===== config.mk =====
export PLATFORM = sky130hd
export DESIGN_NAME = cart_bank_map
export DESIGN_NICKNAME = d
export VERILOG_FILES = /design/src/rtl/cbm_pkg.sv /design/src/rtl/cbm_regfile.sv /design/src/rtl/cbm_wram_map.sv /design/src/rtl/cbm_prg_map.sv /design/src/rtl/cart_bank_map.sv
export SDC_FILE = /design/constraint.sdc
export NUM_CORES = 1
export LEC_CHECK = 0
export CORE_MARGIN = 5
export CORE_UTILIZATION = 65
export CTS_BUF_LIST = sky130_fd_sc_hd__clkbuf_2 sky130_fd_sc_hd__clkbuf_4 sky130_fd_sc_hd__clkbuf_8
export CTS_CLUSTER_DIAMETER = 30
export CTS_CLUSTER_SIZE = 8
export DETAILED_ROUTE_END_ITERATION = 7
export DONT_BUFFER_PORTS = 1
export HOLD_SLACK_MARGIN = 0.15
export PLACE_DENSITY_LB_ADDON = 0.3
export SLEW_MARGIN = 5
export SYNTH_ARGS = -nofsm -noshare
export SYNTH_HDL_FRONTEND = slang
export SYNTH_SLANG_ARGS = --single-unit

===== constraint.sdc =====
create_clock -name clk -period 1 [get_ports clk]
set_clock_uncertainty 0.2 [all_clocks]
set_input_delay 0 -clock clk [delete_from_list [all_inputs] [get_ports clk]]
set_output_delay 0 -clock clk [all_outputs]
set_load 0.01 [all_outputs]

===== src/rtl/cbm_pkg.sv =====
package cbm_pkg;
   localparam int unsigned CPU_AW        = 16;
   localparam int unsigned CPU_DW        = 8;
   localparam int unsigned CFG_REGS      = 16;
   localparam int unsigned PRG_BW        = 6;
   localparam int unsigned PRG_WINDOWS   = 4;
   localparam int unsigned WRAM_TOTAL_KB = 16;
   localparam int unsigned WRAM_WIN_KB   = 4;
   localparam int unsigned NT_W          = 2;
   localparam int unsigned WRAM_BW       = $clog2(WRAM_TOTAL_KB / WRAM_WIN_KB);
   // register roles; indices are decoded by the mapping logic
   localparam int unsigned IDX_WRAM_LO   = 0;
   localparam int unsigned IDX_WRAM_HI   = 1;
   localparam int unsigned IDX_PRG_FIRST = 2;
   localparam int unsigned IDX_CHR       = 5;
   localparam int unsigned IDX_NT        = 10;
   localparam logic [CPU_AW-1:0] NT_SHADOW_ADDR = 16'hDA00;
endpackage


===== src/rtl/cbm_regfile.sv =====
module cbm_regfile #(
   parameter int unsigned AW          = 16,
   parameter int unsigned DW          = 8,
   parameter int unsigned NREGS       = 16,
   parameter int unsigned NT_W        = 2,
   parameter int unsigned NT_IDX      = 10,
   parameter logic [AW-1:0] SHADOW_AD = 16'hDA00
) (
   input  logic                      clk,
   input  logic                      rst_n,
   input  logic [AW-1:0]             addr,
   input  logic [DW-1:0]             data,
   input  logic                      wr,
   output logic [NREGS-1:0][DW-1:0]  regs,
   output logic [NT_W-1:0]           shadow
);
   localparam int unsigned IDX_W  = $clog2(NREGS);
   localparam int unsigned IDX_LO = 8;

   if (IDX_LO + IDX_W > AW - 1) begin : g_bad_idx
      $error("register index field overlaps the window bit");
   end
   if (NT_W > DW) begin : g_bad_nt
      $error("shadow wider than data");
   end

   logic             in_window;
   logic [IDX_W-1:0] idx;
   logic             hit_shadow;

   assign in_window  = wr && addr[AW-1];
   assign idx        = addr[IDX_LO +: IDX_W];
   assign hit_shadow = wr && (addr == SHADOW_AD);

   for (genvar i = 0; i < NREGS; i++) begin : g_reg
      always_ff @(posedge clk or negedge rst_n) begin
         if (!rst_n)
            regs[i] <= '0;
         else if (in_window && (idx == IDX_W'(i)))
            regs[i] <= data;
      end
   end

   always_ff @(posedge clk or negedge rst_n) begin
      if (!rst_n)
         shadow <= '0;
      else if (hit_shadow)
         shadow <= data[NT_W-1:0];
   end
endmodule


===== src/rtl/cbm_wram_map.sv =====
module cbm_wram_map #(
   parameter int unsigned DW   = 8,
   parameter int unsigned WBW  = 2,
   parameter int unsigned NWIN = 2
) (
   input  logic [NWIN-1:0][DW-1:0]  cfg,
   output logic [NWIN-1:0][WBW-1:0] bank
);
   if (WBW + 2 > DW) begin : g_bad_w
      $error("work-RAM bank width too large for register");
   end

   logic unused_cfg;
   assign unused_cfg = ^cfg;

   for (genvar w = 0; w < NWIN; w++) begin : g_win
      logic [DW-1:0] folded;
      assign folded  = (cfg[w] & DW'(1)) | (cfg[w] >> 2);
      assign bank[w] = folded[WBW-1:0];
   end
endmodule


===== src/rtl/cbm_prg_map.sv =====
module cbm_prg_map #(
   parameter int unsigned DW   = 8,
   parameter int unsigned BW   = 6,
   parameter int unsigned NWIN = 4
) (
   input  logic [NWIN-2:0][DW-1:0] cfg,
   output logic [NWIN*BW-1:0]      bank,
   output logic [NWIN-1:0]         ext
);
   if (BW + 1 > DW) begin : g_bad_bw
      $error("program bank plus device bit exceed register width");
   end
   if (NWIN < 2) begin : g_bad_n
      $error("need at least one switchable window");
   end

   logic unused_cfg;
   assign unused_cfg = ^cfg;

   for (genvar w = 0; w < NWIN; w++) begin : g_win
      if (w == NWIN - 1) begin : g_fixed
         assign bank[w*BW +: BW] = '1;
         assign ext[w]           = 1'b1;
      end else begin : g_switch
         assign bank[w*BW +: BW] = cfg[w][BW-1:0];
         assign ext[w]           = cfg[w][BW];
      end
   end
endmodule


===== src/rtl/cart_bank_map.sv =====
module cart_bank_map
   import cbm_pkg::*;
(
   input  logic                      clk,
   input  logic                      rst_n,
   input  logic [CPU_AW-1:0]         cpu_addr,
   input  logic [CPU_DW-1:0]         cpu_data,
   input  logic                      cpu_wr,
   output logic [WRAM_BW-1:0]        wram_bank_lo,
   output logic [WRAM_BW-1:0]        wram_bank_hi,
   output logic [PRG_WINDOWS*PRG_BW-1:0] prg_bank,
   output logic [PRG_WINDOWS-1:0]    prg_ext,
   output logic                      chr_bank_lo,
   output logic                      chr_bank_hi,
   output logic                      mirror_sel,
   output logic [NT_W-1:0]           nt_ctrl
);
   if (IDX_PRG_FIRST + PRG_WINDOWS - 1 > CFG_REGS) begin : g_bad_map
      $error("program registers exceed register count");
   end

   logic [CFG_REGS-1:0][CPU_DW-1:0]    regs;
   logic [1:0][CPU_DW-1:0]             wram_cfg;
   logic [1:0][WRAM_BW-1:0]            wram_bank;
   logic [PRG_WINDOWS-2:0][CPU_DW-1:0] prg_cfg;
   logic                               unused_regs;

   cbm_regfile #(
      .AW(CPU_AW), .DW(CPU_DW), .NREGS(CFG_REGS), .NT_W(NT_W),
      .NT_IDX(IDX_NT), .SHADOW_AD(NT_SHADOW_ADDR)
   ) i_regfile (
      .clk(clk), .rst_n(rst_n), .addr(cpu_addr), .data(cpu_data),
      .wr(cpu_wr), .regs(regs), .shadow(nt_ctrl)
   );

   assign wram_cfg[0] = regs[IDX_WRAM_LO];
   assign wram_cfg[1] = regs[IDX_WRAM_HI];

   cbm_wram_map #(.DW(CPU_DW), .WBW(WRAM_BW), .NWIN(2)) i_wram (
      .cfg(wram_cfg), .bank(wram_bank)
   );
   assign wram_bank_lo = wram_bank[0];
   assign wram_bank_hi = wram_bank[1];

   for (genvar w = 0; w < PRG_WINDOWS - 1; w++) begin : g_prg_cfg
      assign prg_cfg[w] = regs[IDX_PRG_FIRST + w];
   end

   cbm_prg_map #(.DW(CPU_DW), .BW(PRG_BW), .NWIN(PRG_WINDOWS)) i_prg (
      .cfg(prg_cfg), .bank(prg_bank), .ext(prg_ext)
   );

   assign chr_bank_lo = regs[IDX_CHR][0];
   assign chr_bank_hi = 1'b1;
   assign mirror_sel  = ~regs[IDX_NT][1];
   assign unused_regs = ^regs;
endmodule


# After elaboration in Yosys (flattened, before gate mapping)

Index checks and enable logic that the tools add are counted.

Flip-flop bits (word level): 34
Input bits: 27
Output and inout port bits: 37

Eq/ne operators: 7
Reduce and logical (&&, ||, !) cells: 10
Bitwise operators: 3

Operator list:

| kind                   | number |
|---|---|
| $eq A16 B16 Y1 const B | 1 |
| $logic_and A1 B1 Y1    | 9 |
| $eq A4 B2 Y1 const B   | 2 |
| $eq A4 B3 Y1 const B   | 2 |
| $eq A4 B1 Y1 const B   | 1 |
| $eq A4 B4 Y1 const B   | 1 |
| $logic_not A4 Y1       | 1 |
| $or A1 B2 Y2           | 2 |
| $not A1 Y1             | 1 |

# Logic depth before layout (Yosys ltp)

Depth in word-level cells: 2
Gate-level depth with buffers: 5

# Hierarchy

A second synthesis with hierarchy kept.

Cells, all modules: 339
Area, all modules: 5375.2 sq um

By module, submodules not included:

| module        | sequential area each (sq um) | cells each | area an instance (sq um) | instances |
|---|---|---|---|---|
| cbm_regfile   | 3253.1                       | 303        | 5118.7                   | 1 |
| cbm_prg_map   | 0.0                          | 29         | 214.0                    | 1 |
| cbm_wram_map  | 0.0                          | 4          | 27.5                     | 1 |
| cart_bank_map | 0.0                          | 3          | 15.0                     | 1 |

# Worst setup path before layout

No wires, ideal clock.

Kind: in2reg
From: input port cpu_wr
To: register i_regfile.regs[24] (netlist name)
Stages: 5
Path buffers: 1
Data required time: 675 ps
Library setup time: 125 ps
Arrival time: 897 ps
Path slack: -222 ps
Cell sequence: nand2_1 > nor3_2 > and3_1 > buf_2 > mux2_2

Word-level cells in the longest chain between the ends: 2

RTL lines:

| what                            | line               | text |
|---|---|---|
| from (decl)                     | cart_bank_map.sv:8 | `input logic cpu_wr,` |
| $logic_and A1 B1 Y1             | cbm_regfile.sv:31  | `assign in_window = wr && addr[AW-1];` |
| $logic_and A1 B1 Y1             | cbm_regfile.sv:39  | `else if (in_window && (idx == IDX_W'(i)))` |
| to (signal, indexed assignment) | cbm_regfile.sv:40  | `regs[i] <= data;` |
| to (decl)                       | cbm_regfile.sv:14  | `output logic [NREGS-1:0][DW-1:0] regs,` |

No other way between the ends.
A chain may end at the register's enable or synchronous reset.

# Worst setup path in the final report

From: register i_regfile.regs[10] (netlist name)
To: output port wram_bank_hi[0]

Word-level cells in the longest chain between the ends: 1

RTL lines:

| what         | line                | text |
|---|---|---|
| $or A1 B2 Y2 | cbm_wram_map.sv:18  | `assign folded = (cfg[w] & DW'(1)) \| (cfg[w] >> 2);` |
| to (decl)    | cart_bank_map.sv:10 | `output logic [WRAM_BW-1:0] wram_bank_hi,` |

No other way between the ends.

==> impl_metrics.yaml <==
cells_and_area:
  final_net_count: 164
  layout_commonest_cell: "dfrtp_1"
  layoutNonFillerInstCount: 164
  diodes: 0
  mostFrequentLayoutCells: "31 x dfrtp_1, 26 x buf_6, 20 x mux2_2, 11 x mux2_4"
  design_area_um2: 1943
  post_route_cells_drive_above_1_share_pct: 58.82
  area_growth_pct: 27.09
timing:
  timing.setup.tns_ps: -1357
  setup-violations-final: 30
  fmax_ghz: 0.8607
  fin_crit_sh_pct: 116.2
  rsz0062_at_grt: "true"
  fin_hold_ws_ps: -242.7
  drv_slew: 0
  hold_viol_final: 53
  finalWorstSetupSlack_ps: -161.9
  period_minus_slack_ps: 1162
power:
  power_density_nw_per_um2: 1690
  p_comb_share_pct: 29.9
  power_frac_seq_pct: 50.5
  p_clk_share_pct: 19.6
  power_leakage_nw: 0.9367
  power_mw: 3.284
  swShare_pct: 27.04
  peakVddDrop_uv: 1281
  p_int_mw: 2.396
  switchingPower_mw: 0.8879
worst_hold_path:
  hold_path.startpoint: "cpu_addr[13]"
  hold_class: "input port to flip-flop"
  hold_depth: 2
  holdPathEnd: "i_regfile.shadow[1]"
floorplanning:
  die_w_um: 58.50
  core_area_um2: 2233
  fp.dieArea_um2: 3422
  fp.dieH_um: 58.50
  io_pins: 64
  fp-row-count: 17
  start_util_pct: 68.46
worst_setup_path:
  r2r_cells: 1
  r2r_setup_slack_ps: -40
  crit_family: "flip-flops"
  crit_type: "flip-flop to primary output"
  r2r-end: "i_regfile.regs[3]"
  worst-path-max-fanout: 2
  slowest_delay_ps: 390
  cp.arrival_ps: 960
  path_buf_inv: 0
  cp_slowest_cell: "dfrtp_1"
  worstSetupStartpointType: "flip-flop"
  crit_required_ps: 800
  end_kind: "primary output"
  cp_num_cells: 1
  crit_path_cell_trace: "or2_4"
  reg2reg_from: "i_regfile.regs[3]"
route:
  ant_nets: 0
  drc: 0
  vias: 883
  drt_iter0_markers: 6
  avgViaCountPerCell: 5.384
  wl_mm: 3.297
  dr.pass1.iters: 4
  wl_per_cell_um: 20.10
status:
  failed_checks: "hold timing, setup timing"
  status: "finished, violations left"
clocking:
  clk_path_buf_depth: 2
  cts.sinks: 31
  clk_latency_ps: 310
  clock-root-buffer: "clkbuf_4"
  htree_levels: 2
  cts-hold-fix-buffers: 9
  clk_pin_slew_ps: 90
  cts_tree: "done"
  postCtsSetupBuffers: 0
  cts_made_buffers: 5
placed_design:
  dp_cells: 149
  dpl.hpwl_mm: 2.248
  port_buffers: 0
  dpl-instance-area_um2: 1659
  gp_congestion: 0.6814
logic_synthesis:
  syn_area_per_cell_um2: 13.30
  synth_cells: 115
  ys_seq_elements: 31
  synth_cell_type_count: 19
  synth_seq_area_share_pct: 50.74
  synth_warnings: 0
  synth_area_um2: 1529
grt:
  grt_pass1_vias: 1025
  antenna_found_initial: 0
  grt.overflow.total: 0
  grt_max_degree: 32
  grt_usage_pct: 20.94
  grt_pass1_wl_mm: 5.230
job:
  maxCapViolCount: 0
==> power groups by stage <==
stage | Combinational [mW] | Sequential [mW] | Clock, mW
floorplan | 0.695 | 1.59 | 0
global placement | 0.736 | 1.62 | 0
detailed placement | 0.759 | 1.63 | 0
CTS | 0.959 | 1.65 | 0.661
global route | 1.04 | 1.69 | 0.743
finish | 0.981 | 1.66 | 0.645
==> stage by stage <==
stage          hold WS, ps  utilization [%]  worst slack, ps
2_1_floorplan       -495.6                -           -194.7
3_3_place_gp        -494.8            74.29           -226.0
3_5_place_dp        -494.4            74.29           -305.9
4_1_cts             -253.2            85.38           -169.0
5_1_grt             -257.4            87.00           -213.2
6_report            -242.7            87.00           -161.9
==> worst max-delay path by stage <==
stage,start,to
6_report,i_regfile.regs[10],wram_bank_hi[0]
5_1_grt,i_regfile.regs[10],wram_bank_hi[0]
4_1_cts,i_regfile.regs[2],wram_bank_lo[0]
3_5_place_dp,cpu_addr[1],i_regfile.shadow[1]
3_3_place_gp,cpu_addr[9],i_regfile.shadow[1]
2_1_floorplan,cpu_addr[1],i_regfile.shadow[0]
==> kinds of logic (layout without fill, tap and decap cells) <==
| logic type | count (synthesis) | in the layout | synth area share, % |
|---|---|---|---|
| multiplexers | 31 | 31 | 22.83 |
| flip-flops | 31 | 31 | 50.74 |
| other | 1 | 8 | 0.2453 |
| AND/OR/NAND/NOR | 19 | 19 | 10.39 |
| buffers and inverters | 33 | 47 | 15.79 |
==> flip-flops by register name (all words and copies together), names as in the netlist <==
signal / count
i_regfile.shadow: 2
i_regfile.regs: 29
==> layout make-up <==
| cell class | count | area [um2] |
|---|---|---|
| multi-input combinational | 58 | 628.1 |
| inverter | 1 | 3.754 |
| fill | 103 | 290.3 |
| sequential | 31 | 775.7 |
| timing repair buffer | 40 | 455.4 |
| tap | 28 | 35.03 |
| clock buffer | 6 | 45.04 |
==> Yosys cell counts (all sizes together) <==
| cell type | count | share of area, % |
|---|---|---|
| inv | 1 | 0.25 |
| mux2 | 31 | 23 |
| nor3 | 1 | 0.65 |
| nor4 | 3 | 2.2 |
| conb | 1 | 0.25 |
| nand2 | 5 | 1.2 |
| nor2 | 1 | 0.25 |
| nand4bb | 1 | 1.8 |
| and4bb | 1 | 0.82 |
| buf | 32 | 16 |
| and3 | 1 | 0.41 |
| or2 | 2 | 0.82 |
| dfrtp | 31 | 51 |
| nand3b | 1 | 0.49 |
| nor2b | 2 | 1.3 |
| nand4 | 1 | 0.41 |
==> routing by layer <==
metal | vias to the layer above | global-route usage, % | part of all wire [%]
met1 | 446 | 21.40 | 33
met4 | 0 | 3.974 | 0.24
met5 | - | 0 | 0
li1 | 394 | - | -
met3 | 2 | 8.114 | 8.3
met2 | 41 | 40.03 | 58
==> repair_timing <==
item,in CTS,in global routing
pin swaps,1,1
endpoints found under the setup margin,28,41
gates resized for setup,28,8
endpoints found under the hold margin,62,62
Note: power is estimated with default switching activity, not from simulation.
